<file path="src/rtl/pad_cell_pkg.sv">
package pad_cell_pkg;

    typedef enum logic [1:0] {
        OE_ALWAYS = 2'd0,
        OE_NEVER  = 2'd1,
        OE_VBUS   = 2'd2,
        OE_HBUS   = 2'd3
    } oe_src_e;

    typedef struct packed {
        logic oe;
        logic data;
        logic din;
    } io_regs_t;

endpackage

</file>
<file path="src/rtl/pad_pwr_seq.sv">
module pad_pwr_seq #(
    parameter int SYNC_STAGES    = 2,
    parameter int RELEASE_CYCLES = 3
) (
    input  logic clk,
    input  logic por_i,
    input  logic core_good_i,
    input  logic cfg_pull_up,
    input  logic cfg_pull_dn,
    output logic hold,
    output logic pull_up_en,
    output logic pull_dn_en
);
    localparam int CW = $clog2(RELEASE_CYCLES + 1);
    localparam logic [CW-1:0] LAST = CW'(RELEASE_CYCLES - 1);

    typedef struct packed {
        logic [SYNC_STAGES-1:0] sync;
        logic [CW-1:0]          cnt;
        logic                   hold;
    } seq_t;

    seq_t st_d, st_q;
    logic good_s;

    assign good_s = st_q.sync[SYNC_STAGES-1];

    always_comb begin
        st_d      = st_q;
        st_d.sync = {st_q.sync[SYNC_STAGES-2:0], core_good_i};
        if (!good_s) begin
            st_d.cnt  = '0;
            st_d.hold = 1'b1;
        end else if (st_q.hold) begin
            if (st_q.cnt == LAST) begin
                st_d.hold = 1'b0;
            end else begin
                st_d.cnt = st_q.cnt + 1'b1;
            end
        end
    end

    always_ff @(posedge clk or posedge por_i) begin
        if (por_i) begin
            st_q <= '{sync: '0, cnt: '0, hold: 1'b1};
        end else begin
            st_q <= st_d;
        end
    end

    // pull-up has priority over pull-down
    assign hold       = st_q.hold;
    assign pull_up_en = st_q.hold & cfg_pull_up;
    assign pull_dn_en = st_q.hold & cfg_pull_dn & ~cfg_pull_up;

endmodule

</file>
<file path="src/rtl/pad_oe_mux.sv">
module pad_oe_mux
    import pad_cell_pkg::*;
(
    input  logic [1:0] cfg_oe_sel,
    input  logic       vbus_oe_n,
    input  logic       hbus_oe_n,
    output logic       oe_req
);
    logic ctrl_n;

    always_comb begin
        unique case (oe_src_e'(cfg_oe_sel))
            OE_ALWAYS: ctrl_n = 1'b0;
            OE_NEVER:  ctrl_n = 1'b1;
            OE_VBUS:   ctrl_n = vbus_oe_n;
            OE_HBUS:   ctrl_n = hbus_oe_n;
            default:   ctrl_n = 1'b1;
        endcase
    end

    assign oe_req = ~ctrl_n;

endmodule

</file>
<file path="src/rtl/pad_data_path.sv">
module pad_data_path
    import pad_cell_pkg::*;
(
    input  logic clk,
    input  logic por_i,
    input  logic hold,
    input  logic cfg_in_reg,
    input  logic cfg_out_reg,
    input  logic cfg_open_drain,
    input  logic cfg_init_high,
    input  logic oe_req,
    input  logic arr_dout,
    input  logic pad_in,
    output logic pad_out,
    output logic pad_oe,
    output logic pad_val,
    output logic arr_din
);
    io_regs_t r_d, r_q;
    logic oe_path, data_path, drive;

    // enable and data sit in one register bank: they move on the same edge
    always_comb begin
        r_d      = r_q;
        r_d.oe   = oe_req;
        r_d.data = hold ? cfg_init_high : arr_dout;
        r_d.din  = pad_val;
    end

    always_ff @(posedge clk or posedge por_i) begin
        if (por_i) begin
            r_q <= '0;
        end else begin
            r_q <= r_d;
        end
    end

    assign oe_path   = cfg_out_reg ? r_q.oe   : oe_req;
    assign data_path = cfg_out_reg ? r_q.data : arr_dout;
    assign drive     = ~hold & oe_path & (~cfg_open_drain | ~data_path);
    assign pad_oe    = drive;
    assign pad_out   = drive & data_path;
    assign pad_val   = drive ? pad_out : pad_in;
    assign arr_din   = cfg_in_reg ? r_q.din : pad_val;

endmodule

</file>
<file path="src/rtl/pad_cell_ctrl.sv">
module pad_cell_ctrl #(
    parameter int SYNC_STAGES    = 2,
    parameter int RELEASE_CYCLES = 3
) (
    input  logic       clk,
    input  logic       por_i,
    input  logic       core_good_i,
    input  logic [1:0] cfg_oe_sel,
    input  logic       cfg_open_drain,
    input  logic       cfg_in_reg,
    input  logic       cfg_out_reg,
    input  logic       cfg_pull_up,
    input  logic       cfg_pull_dn,
    input  logic       cfg_init_high,
    input  logic       arr_dout,
    input  logic       vbus_oe_n,
    input  logic       hbus_oe_n,
    input  logic       pad_in,
    output logic       pad_out,
    output logic       pad_oe,
    output logic       pull_up_en,
    output logic       pull_dn_en,
    output logic       arr_din
);
    logic hold;
    logic oe_req;
    logic pad_val;

    pad_pwr_seq #(
        .SYNC_STAGES   (SYNC_STAGES),
        .RELEASE_CYCLES(RELEASE_CYCLES)
    ) u_seq (
        .clk        (clk),
        .por_i      (por_i),
        .core_good_i(core_good_i),
        .cfg_pull_up(cfg_pull_up),
        .cfg_pull_dn(cfg_pull_dn),
        .hold       (hold),
        .pull_up_en (pull_up_en),
        .pull_dn_en (pull_dn_en)
    );

    pad_oe_mux u_mux (
        .cfg_oe_sel(cfg_oe_sel),
        .vbus_oe_n (vbus_oe_n),
        .hbus_oe_n (hbus_oe_n),
        .oe_req    (oe_req)
    );

    pad_data_path u_path (
        .clk           (clk),
        .por_i         (por_i),
        .hold          (hold),
        .cfg_in_reg    (cfg_in_reg),
        .cfg_out_reg   (cfg_out_reg),
        .cfg_open_drain(cfg_open_drain),
        .cfg_init_high (cfg_init_high),
        .oe_req        (oe_req),
        .arr_dout      (arr_dout),
        .pad_in        (pad_in),
        .pad_out       (pad_out),
        .pad_oe        (pad_oe),
        .pad_val       (pad_val),
        .arr_din       (arr_din)
    );

endmodule

</file>
<file path="config.mk">
export PLATFORM = sky130hd
export DESIGN_NAME = pad_cell_ctrl
export DESIGN_NICKNAME = d
export VERILOG_FILES = /design/src/rtl/pad_cell_pkg.sv /design/src/rtl/pad_pwr_seq.sv /design/src/rtl/pad_oe_mux.sv /design/src/rtl/pad_data_path.sv /design/src/rtl/pad_cell_ctrl.sv
export SDC_FILE = /design/constraint.sdc
export NUM_CORES = 1
export LEC_CHECK = 0
export BUFFER_PORTS_ARGS = -buffer_cell sky130_fd_sc_hd__buf_2
export CAP_MARGIN = 20
export CORE_AREA = 3 3 40 42
export CTS_CLUSTER_SIZE = 25
export DETAILED_ROUTE_END_ITERATION = 6
export DIE_AREA = 0 0 43 45
export PLACE_DENSITY = 0.69
export REMOVE_ABC_BUFFERS = 1
export SYNTH_ARGS = -nofsm -noshare
export SYNTH_HDL_FRONTEND = slang
export SYNTH_HIERARCHICAL = 1
export SYNTH_SLANG_ARGS = --single-unit
</file>
<file path="constraint.sdc">
create_clock -name clk -period 2.1 [get_ports clk]
set_input_delay 0.525 -clock clk [delete_from_list [all_inputs] [get_ports clk]]
set_output_delay 0.525 -clock clk [all_outputs]
set_load 0.005 [all_outputs]
</file>
Word-level counts from Yosys, hierarchy flattened. Cells that the tools add are included.

$add $sub $neg: 1. Equality and inequality tests: 6. Muxes and demuxes: 10. Bitwise operators: 12. Reduce and logical (&&, ||, !) cells: 2.

Operator list (count): $and 1x1->1 (6); $eq 2x2->1 const B (3); $mux 1 (6); $mux 3 (2); $not 1->1 (5); $ne 2x2->1 const B (2); $pmux 1 s4 (1); $add 2x1->2 const B (1); $eq 2x1->1 const B (1); $logic_not 2->1 (1); $mux 2 (1); $reduce_and 2->1 (1); $or 1x1->1 (1).

Bits in registers: 8. Output and inout port bits: 5. Word-level logic and storage cells: 37.

Longest topological paths before layout. Gate-level depths: netlist of the first run.

Depth in word-level cells: 9. Gate-level depth with buffers: 5. Mapped depth without buffers: 5.

Cells and area by module. Netlist of the first run, hierarchy kept.

Modules (own cells, without submodules): pad_pwr_seq (times used 1, cells an instance 18, area an instance 211.5 µm²); pad_data_path (times used 1, cells an instance 17, area an instance 181.4 µm²); pad_oe_mux (times used 1, cells an instance 3, area an instance 17.5 µm²).

Worst setup path after synthesis of the first run. Ideal clock, no wire load.

Kind: in2out. Start: input vbus_oe_n. End: output arr_din. Arrival: 1436 ps. Data required time: 1575 ps. Slack: 139 ps. Cell stages on the path: 5. Buffers on the path: 0. Path through: a21oi_1 > a31o_1 > mux2i_1 > or3_4 > a221oi_2.

Word-level cells in the longest chain between the ends: 8.

RTL lines: start, declared (RTL line pad_cell_ctrl.sv:16) `input logic vbus_oe_n,`; $pmux 1 s4 (*) (RTL line pad_oe_mux.sv:12) `unique case (oe_src_e'(cfg_oe_sel))`; $not 1->1 (*) (RTL line pad_oe_mux.sv:21) `assign oe_req = ~ctrl_n;`; via oe_req (RTL line pad_cell_ctrl.sv:26) `logic oe_req;`; $mux 1 (*) (RTL line pad_data_path.sv:38) `assign oe_path = cfg_out_reg ? r_q.oe : oe_req;`; $and 1x1->1 (*) (2 in series) (RTL line pad_data_path.sv:40) `assign drive = ~hold & oe_path & (~cfg_open_drain | ~data_path);`; $and 1x1->1 (RTL line pad_data_path.sv:42) `assign pad_out = drive & data_path;`; $mux 1 (*) (RTL line pad_data_path.sv:43) `assign pad_val = drive ? pad_out : pad_in;`; $mux 1 (*) (RTL line pad_data_path.sv:44) `assign arr_din = cfg_in_reg ? r_q.din : pad_val;`; end, declared (RTL line pad_cell_ctrl.sv:23) `output logic arr_din`.

Mark *: on every way through the listed nets, which the timed path passes. The rest lies on a longest branch.

Final worst setup path of the first run. Same ends and word-level chain as after synthesis.

==> flow_summary.toml, run 1 <==
[outcome]
outcome = "complete, but fails checks"
violations = "setup timing"

[placed_design]
dp.cells = 73
dpl-instance-area_um2 = 532
place.port_buffers = 19
routabilityCongestion = 0.702
place_ws_ps = -81.7
hpwl_um = 667

[die]
die_w_um = 43
die-area_um2 = 1940
boundaryPins = 20
initial_core_util_pct = 31.9
rows = 13
dieHeight_um = 45
core-area_um2 = 1280

[setup_path]
crit_fanout = 3
rrSetupSlack_ps = 950
reg2reg_to = "u_seq/st_q[2]"
critical_path_required_ps = 1570
crit_path_cell_trace = "buf_6 > a21oi_2 > a31o_1 > mux2i_1 > or3_4 > a221oi_2 > buf_2"
crit_buf_inv = 2
critical_path.endpoint = "arr_din"
rr_startpoint = "u_seq/st_q[1]"
startpoint_type = "input port"
crit_family = "compound AO/OA/AOI/OAI gates"
crit_type = "input port to primary output"
crit_arrival_ps = 1640
critical-path-slowest-cell = "or3_4"
worstSetupEndpointType = "primary output"
crit_cells = 7
startpoint = "vbus_oe_n"
ff2ff_path_depth = 4
slowest_delay_ps = 350

[sta]
skew_ps = 4.80
timing.final.ws_setup_ps = -60.0
tightest_slew_ps = 313
maxSlewHeadroom_pct = 78.9
finalCriticalPeriod_ps = 2160
clock.fmax_ghz = 0.463
holdWs_ps = 148
slew_viol_final = 0
finalSetupViolCount = 2
hold_viol = 0
period_share_pct = 103
grt_setup_unrepaired = "yes"

[synth]
synthMostInstantiatedCell = "dfrtp_1"
synth_edf_count = 0
ys_types = 19
synth.area.top_cells = "dfrtp_1 (43%), dfstp_2 (6.4%), inv_1 (5.5%)"
synth_top_area_share_pct = 42.7
seq_area_frac_synth_pct = 49.1
syn_inst = 38
async_flop_share_pct = 100
avgSynthCellArea_um2 = 10.8
yosys_register_bits = 8
synth_commonest_cells = "dfrtp_1 (7), inv_1 (6), nand2_1 (3)"
netlist_area_um2 = 410
netlist.top_cell.by_area = "dfrtp_1"
ys_warn_count = 6
ys.flop_type = "dfrtp_1"

[power]
total_power_uw = 473
powerDensity_nw_per_um2 = 813
power.leakage_uw = 0.000306
vdd_drop_max_uv = 453

[cells_and_area]
syn_to_final_growth_pct = 41.8
layout.nets = 80
n_antenna_cell = 0
finalNonFillerCells = 78
design_area_um2 = 582
drive_above_1_share_pct = 49.2

[flow_run]
drv_cap = 0

[grt]
grtUsageMet3_pct = 6.37
grt_pass1_wl_um = 1170
grtUsageMet1_pct = 10.2
grt_pass1_vias = 292
track_usage_pct = 8.51
busiest_layer = "met2"
antenna_found_initial = 0
overflow = 0
grt_use_met2_pct = 12.3
grt_max_degree = 10

[detailed_routing]
viasPerCell = 4.47
vias = 349
drtIter0Drc = 0
drt-total-wl_um = 793
route.detailed.drc = 0
avgRoutedWirePerCell_um = 10.2
antenna_left = 0
drtPass1Iterations = 1

[clock_network]
clock_sinks = 8
clk_latency_ps = 250
root_buffer = "clkbuf_4"
clk_pin_slew_ps = 50
cts_max_path_buffers = 2
cts_buffers = 3
htree_num_levels = 1
cts_tree = "done"
postCtsHoldBufs = 0

[worst_hold_path]
holdCritPathClass = "input port to asynchronous set/reset pin"
==> metal layers <==
metal	vias up	wire length (um)
met5	-	0
met4	0	0
met3	0	46
met2	9	367
met1	157	379
li1	183	-
==> logic make-up (layout without fill, tap and decap cells) <==
group | count (synthesis) | after routing | synth area share [%]
compound gates | 6 | 6 | 12.2
fa+ha+maj | 1 | 1 | 3.05
buf+inv | 6 | 31 | 5.49
flops | 8 | 8 | 49.1
mux | 4 | 4 | 10.4
simple gates | 13 | 13 | 19.8
==> area by class of cell <==
cell class / count / area (um^2)
Tap cell: 15 / 18.8
Timing Repair Buffer: 21 / 123
Clock buffer: 4 / 26.3
Multi-Input combinational cell: 24 / 190
Fill cell: 129 / 703
Inverter: 6 / 22.5
Sequential cell: 8 / 201
==> cell usage in the layout, fill, tap and decap left out <==
cell type	netlist	routed
or3_4	1	1
mux2i_1	2	2
a31o_1	2	2
mux2_2	2	2
nand2b_1	2	2
dfrtp_1	7	7
clkbuf_4	0	3
a21oi_1	2	1
and4bb_1	1	1
buf_6	0	2
buf_2	0	17
a221oi_2	1	1
a21oi_2	0	1
ha_1	1	1
nor4_1	1	1
buf_4	0	2
nor3_1	1	1
clkbuf_1	0	1
inv_1	6	6
and2_1	1	1
dfstp_2	1	1
nand2_1	3	3
nor2_1	2	2
a211oi_1	1	1
and2b_2	1	1
==> state kept, by name, summed over array words and instances, names as in the netlist <==
| signal | flops |
|---|---|
| u_seq/hold | 1 |
| u_path/r_q | 3 |
| u_seq/st_q | 2 |
| u_seq/st_d | 1 |
| u_seq/good_s | 1 |
==> through the flow <==
stage | utilization, % | TNS [ps]
final | 45.3 | -80.6
after global routing | 45.3 | -219
after CTS | 44.7 | -77.8
after detailed placement | 41.4 | -123
after global placement | 41.4 | -104
after floorplan | - | 0
==> worst reg2reg max path, cell delays in order, from the launching register on <==
cell	delay [ps]
dfrtp_1	350
inv_1	50
ha_1	260
and4bb_1	200
a31o_1	170
==> timing repair <==
| action | in CTS | in global routing |
|---|---|---|
| buffers inserted | 0 | 1 |
| gates resized for setup | 3 | 0 |
| endpoints found under the setup margin | 2 | 2 |
| hold endpoints to repair | 0 | 0 |
==> how the worst min path moves through the flow <==
stage	from	end	slack (ps)	depth (start not counted)
3_3_place_gp	u_seq/st_d[4]	u_seq/good_s	330	0
3_5_place_dp	u_seq/st_d[4]	u_seq/good_s	340	0
6_report	por_i	u_path/r_q[2]	150	2
4_1_cts	por_i	u_path/r_q[2]	140	2
2_1_floorplan	por_i	u_path/r_q[0]	280	1
5_1_grt	por_i	u_path/r_q[2]	150	2
==> report_power, final <==
part | internal [uW] | switching (uW) | leakage, uW
sequential | 189 | 26.8 | 0.0000949
combinational | 80.3 | 55.9 | 0.000196
clock | 72.4 | 48.6 | 0.0000150
total | 342 | 131 | 0.000306
Power figures use the tool's default switching activity.
==> run 2, diff against run 1 <==
--- a/config.mk
+++ b/config.mk
@@ -5,7 +5,7 @@
 export SDC_FILE = /design/constraint.sdc
 export NUM_CORES = 1
 export LEC_CHECK = 0
-export BUFFER_PORTS_ARGS = -buffer_cell sky130_fd_sc_hd__buf_2
+export BUFFER_PORTS_ARGS = -buffer_cell sky130_fd_sc_hd__clkbuf_2
 export CAP_MARGIN = 20
 export CORE_AREA = 3 3 40 42
 export CTS_CLUSTER_SIZE = 25
==> flow_summary.toml, run 2 (same netlist as run 1, synthesis figures left out) <==
[sta]
skew_ps = 1.21
finalCriticalPeriod_ps = 2180
period_share_pct = 104
clock.fmax_ghz = 0.459
maxSlewHeadroom_pct = 78.7
holdWs_ps = 133
grt_setup_unrepaired = "yes"
timing.final.ws_setup_ps = -77.3
tightest_slew_ps = 317
finalSetupViolCount = 2
slew_viol_final = 0
hold_viol = 0

[flow_run]
drv_cap = 0

[setup_path]
critical-path-slowest-cell = "or3_4"
crit_type = "input port to primary output"
crit_fanout = 3
crit_arrival_ps = 1650
crit_path_cell_trace = "buf_6 > a21oi_2 > a31o_1 > mux2i_2 > or3_4 > a221oi_2 > buf_2"
worstSetupEndpointType = "primary output"
critical_path_required_ps = 1570
crit_family = "compound AO/OA/AOI/OAI gates"
crit_buf_inv = 2
slowest_delay_ps = 350
startpoint_type = "input port"

[grt]
track_usage_pct = 9.79
grt_pass1_vias = 355
grt_pass1_wl_um = 1320
overflow = 0
grt_max_degree = 10
antenna_found_initial = 0

[cells_and_area]
fin_util_pct = 45.6
largest_register_ffs = 3
design_area_um2 = 586
drive_above_1_share_pct = 50.8
layout.nets = 80
layout_common_cells = "clkbuf_2 (16), dfrtp_1 (7), inv_1 (6)"
top_regs = "u_path/r_q (3), u_seq/st_q (2)"
n_fill_cell = 127
regMostFlops = "u_path/r_q"
final_common_cell = "clkbuf_2"
syn_to_final_growth_pct = 42.7
n_antenna_cell = 0
finalNonFillerCells = 78

[power]
p_int_uw = 343
p_sw_uw = 137
clock_power_share_pct = 25.9
p_comb_share_pct = 29.4
vdd_drop_max_uv = 463
p_seq_share_pct = 44.6
power.leakage_uw = 0.000304
powerDensity_nw_per_um2 = 821
netSwitchingFraction_pct = 28.6

[detailed_routing]
route.detailed.drc = 0
viasPerCell = 4.65
vias = 363
drtIter0Drc = 0
drt-total-wl_um = 835
drtPass1Iterations = 1
avgRoutedWirePerCell_um = 10.7
antenna_left = 0

[die]
dieHeight_um = 45
rows = 13
die-area_um2 = 1940
initial_core_util_pct = 31.9
core-area_um2 = 1280
boundaryPins = 20
die_w_um = 43

[clock_network]
clock_sinks = 8
cts_tree = "done"
cts_buffers = 3
root_buffer = "clkbuf_4"
clk_latency_ps = 250
htree_num_levels = 1
cts_max_path_buffers = 2
clk_pin_slew_ps = 50

[placed_design]
dp.cells = 73
dpl-instance-area_um2 = 532
routabilityCongestion = 0.650
hpwl_um = 691
place.port_buffers = 19

[worst_hold_path]
holdCritPathClass = "input port to asynchronous set/reset pin"

[outcome]
violations = "setup timing"
outcome = "complete, but fails checks"
-- run 2: worst paths after layout --
check | start | end | slack, ps | cells past startpoint
setup / recovery | vbus_oe_n | arr_din | -80 | 7
hold / removal | por_i | u_path/r_q[2] | 130 | 2
setup reg to reg | u_seq/hold | u_path/r_q[0] | 940 | 3
hold reg to reg | u_seq/st_d[4] | u_seq/good_s | 350 | 0
max in group asynchronous | por_i | u_seq/hold | 1710 | 2
min in group clk | u_seq/st_d[4] | u_seq/good_s | 350 | 0
-- run 2: power groups by stage --
stage               sequential, uW  combinational (uW)  clock [uW]
floorplan                      210                91.6           0
global placement               217                 128           0
detailed placement             218                 137           0
CTS                            216                 140         130
global route                   220                 160         139
finish                         214                 141         125
-- run 2: per-stage QoR --
stage	total power (uW)	TNS (ps)	setup WS [ps]
after floorplan	301	0	139
after global placement	345	-71.1	-60.8
after detailed placement	355	-123	-85.8
after CTS	485	-102	-74.8
after global routing	519	-276	-163
final	481	-113	-77.3
-- run 2: worst register-to-register path, stage by stage, from the launching register on --
cell,delay (ps)
dfstp_2,400
or3_4,410
buf_4,140
a21oi_1,130
-- run 2: final cells by class --
type | count | area, um^2 | area share (%)
sequential | 8 | 201 | 34.4
multi-input combinational | 24 | 194 | 33.1
timing repair buffer | 21 | 123 | 20.9
clock buffer | 4 | 26.3 | 4.49
inverter | 6 | 22.5 | 3.85
tap | 15 | 18.8 | 3.21
-- run 2: what timing repair did --
item | 4_1_cts | 5_1_grt
buffers inserted | 1 | 0
resized for setup | 0 | 5
hold buffers | 0 | 0
setup endpoints to repair | 2 | 2
-- run 2: layer usage --
| metal | vias up | global-route usage, % | routed length [um] |
|---|---|---|---|
| met4 | 0 | 3.61 | 8 |
| met3 | 2 | 5.98 | 51 |
| met1 | 164 | 10.5 | 329 |
| met5 | - | 0 | 0 |
| met2 | 11 | 15.9 | 446 |
| li1 | 186 | - | - |
==> run 3, diff against run 2 <==
--- a/config.mk
+++ b/config.mk
@@ -12,6 +12,7 @@
 export DETAILED_ROUTE_END_ITERATION = 6
 export DIE_AREA = 0 0 43 45
 export PLACE_DENSITY = 0.69
+export RECOVER_POWER = 50
 export REMOVE_ABC_BUFFERS = 1
 export SYNTH_ARGS = -nofsm -noshare
 export SYNTH_HDL_FRONTEND = slang
==> flow_summary.toml, run 3 (same netlist as run 1, synthesis figures left out) <==
[clock_network]
clk_pin_slew_ps = 50
cts_max_path_buffers = 2
root_buffer = "clkbuf_4"
postCtsHoldBufs = 0
htree_num_levels = 1
cts_tree = "done"
clk_latency_ps = 250
cts_buffers = 3
clock_sinks = 8

[cells_and_area]
layout.nets = 80
drive_above_1_share_pct = 49.2
finalNonFillerCells = 78
layout_common_cells = "clkbuf_2 (15), dfrtp_1 (7), inv_1 (6)"
n_antenna_cell = 0
top_regs = "u_path/r_q (3), u_seq/st_q (2)"
final_common_cell = "clkbuf_2"
syn_to_final_growth_pct = 42.4
largest_register_ffs = 3
regMostFlops = "u_path/r_q"

[detailed_routing]
antenna_left = 0
route.detailed.drc = 0
viasPerCell = 4.65
drt-total-wl_um = 838
drtIter0Drc = 0
met1Wirelength_um = 331
met2RoutedLength_um = 446
routed-wl-met3_um = 51
vias = 363
topRoutingLayerUsed = "met4"
avgRoutedWirePerCell_um = 10.7
drtPass1Iterations = 1

[power]
p_comb_share_pct = 29.4
clock_power_share_pct = 26.0
p_seq_share_pct = 44.6
powerDensity_nw_per_um2 = 822
total_power_uw = 480
power.leakage_uw = 0.000301
p_int_uw = 343
p_sw_uw = 137
vdd_drop_max_uv = 463
netSwitchingFraction_pct = 28.6

[setup_path]
startpoint_type = "input port"
critical-path-slowest-cell = "or3_4"
crit_arrival_ps = 1650
slowest_delay_ps = 350
worstSetupEndpointType = "primary output"
crit_family = "compound AO/OA/AOI/OAI gates"
critical_path_required_ps = 1570
crit_path_cell_trace = "buf_6 > a21oi_2 > a31o_1 > mux2i_2 > or3_4 > a221oi_2 > buf_2"
crit_buf_inv = 2
crit_type = "input port to primary output"
crit_fanout = 3

[outcome]
outcome = "complete, but fails checks"
violations = "setup timing"

[sta]
hold_viol = 0
finalSetupViolCount = 2
slew_viol_final = 0
period_share_pct = 104
timing.final.ws_setup_ps = -77.3
finalCriticalPeriod_ps = 2180
maxSlewHeadroom_pct = 78.7
tightest_slew_ps = 317
grt_setup_unrepaired = "yes"
skew_ps = 1.21
setup_tns_ps = -113
clock.fmax_ghz = 0.459

[flow_run]
drv_cap = 0

[placed_design]
dp.cells = 73
place.port_buffers = 19
hpwl_um = 691
routabilityCongestion = 0.650

[die]
core-area_um2 = 1280
dieHeight_um = 45
boundaryPins = 20
die-area_um2 = 1940
die_w_um = 43
initial_core_util_pct = 31.9
rows = 13

[grt]
grt_pass1_wl_um = 1320
grt_max_degree = 10
track_usage_pct = 9.79
grt_pass1_vias = 355
antenna_found_initial = 0
overflow = 0

[worst_hold_path]
holdCritPathClass = "input port to asynchronous set/reset pin"
## run 3: path summary, 6_finish.rpt
kind	start	to	slack [ps]	cells after the start
worst max-delay path	vbus_oe_n	arr_din	-80	7
worst min-delay path	por_i	u_path/r_q[2]	130	2
worst max register to register	u_seq/hold	u_path/r_q[0]	940	3
worst min register to register	u_seq/st_d[4]	u_seq/good_s	350	0
max in group asynchronous	por_i	u_seq/hold	1710	2
min in group clk	u_seq/st_d[4]	u_seq/good_s	350	0
## run 3: power groups by stage
stage | Clock, uW | Sequential (uW) | Combinational [uW]
4_1_cts | 130 | 216 | 140
2_1_floorplan | 0 | 210 | 91.6
3_5_place_dp | 0 | 218 | 137
3_3_place_gp | 0 | 217 | 128
5_1_grt | 139 | 220 | 160
6_report | 125 | 214 | 141
## run 3: what timing repair did
item / 4_1_cts / 5_1_grt
setup endpoints to repair: 2 / 2
setup buffers: 1 / 0
gates resized for setup: 0 / 5
endpoints found under the hold margin: 0 / 0
## run 3: routing by layer
layer	GRT usage (%)	vias to the layer above
met2	15.9	11
li1	-	186
met4	3.61	0
met3	5.98	2
met1	10.5	164
met5	0	-
## run 3: final cells by class
type,instances,area (um^2)
Multi-Input combinational cell,24,194
Timing Repair Buffer,21,121
Inverter,6,22.5
Tap cell,15,18.8
Fill cell,128,701
Clock buffer,4,26.3
Sequential cell,8,201
## run 3: per-stage QoR
| step | setup slack, ps | instance area [um^2] | hold slack [ps] | utilization [%] |
|---|---|---|---|---|
| after floorplan | 139 | 410 | 279 | - |
| after global placement | -60.8 | 532 | 334 | 41.4 |
| after detailed placement | -85.8 | 532 | 337 | 41.4 |
| after CTS | -74.8 | 566 | 125 | 44.0 |
| after global routing | -163 | 584 | 130 | 45.5 |
| final | -77.3 | 584 | 132 | 45.5 |
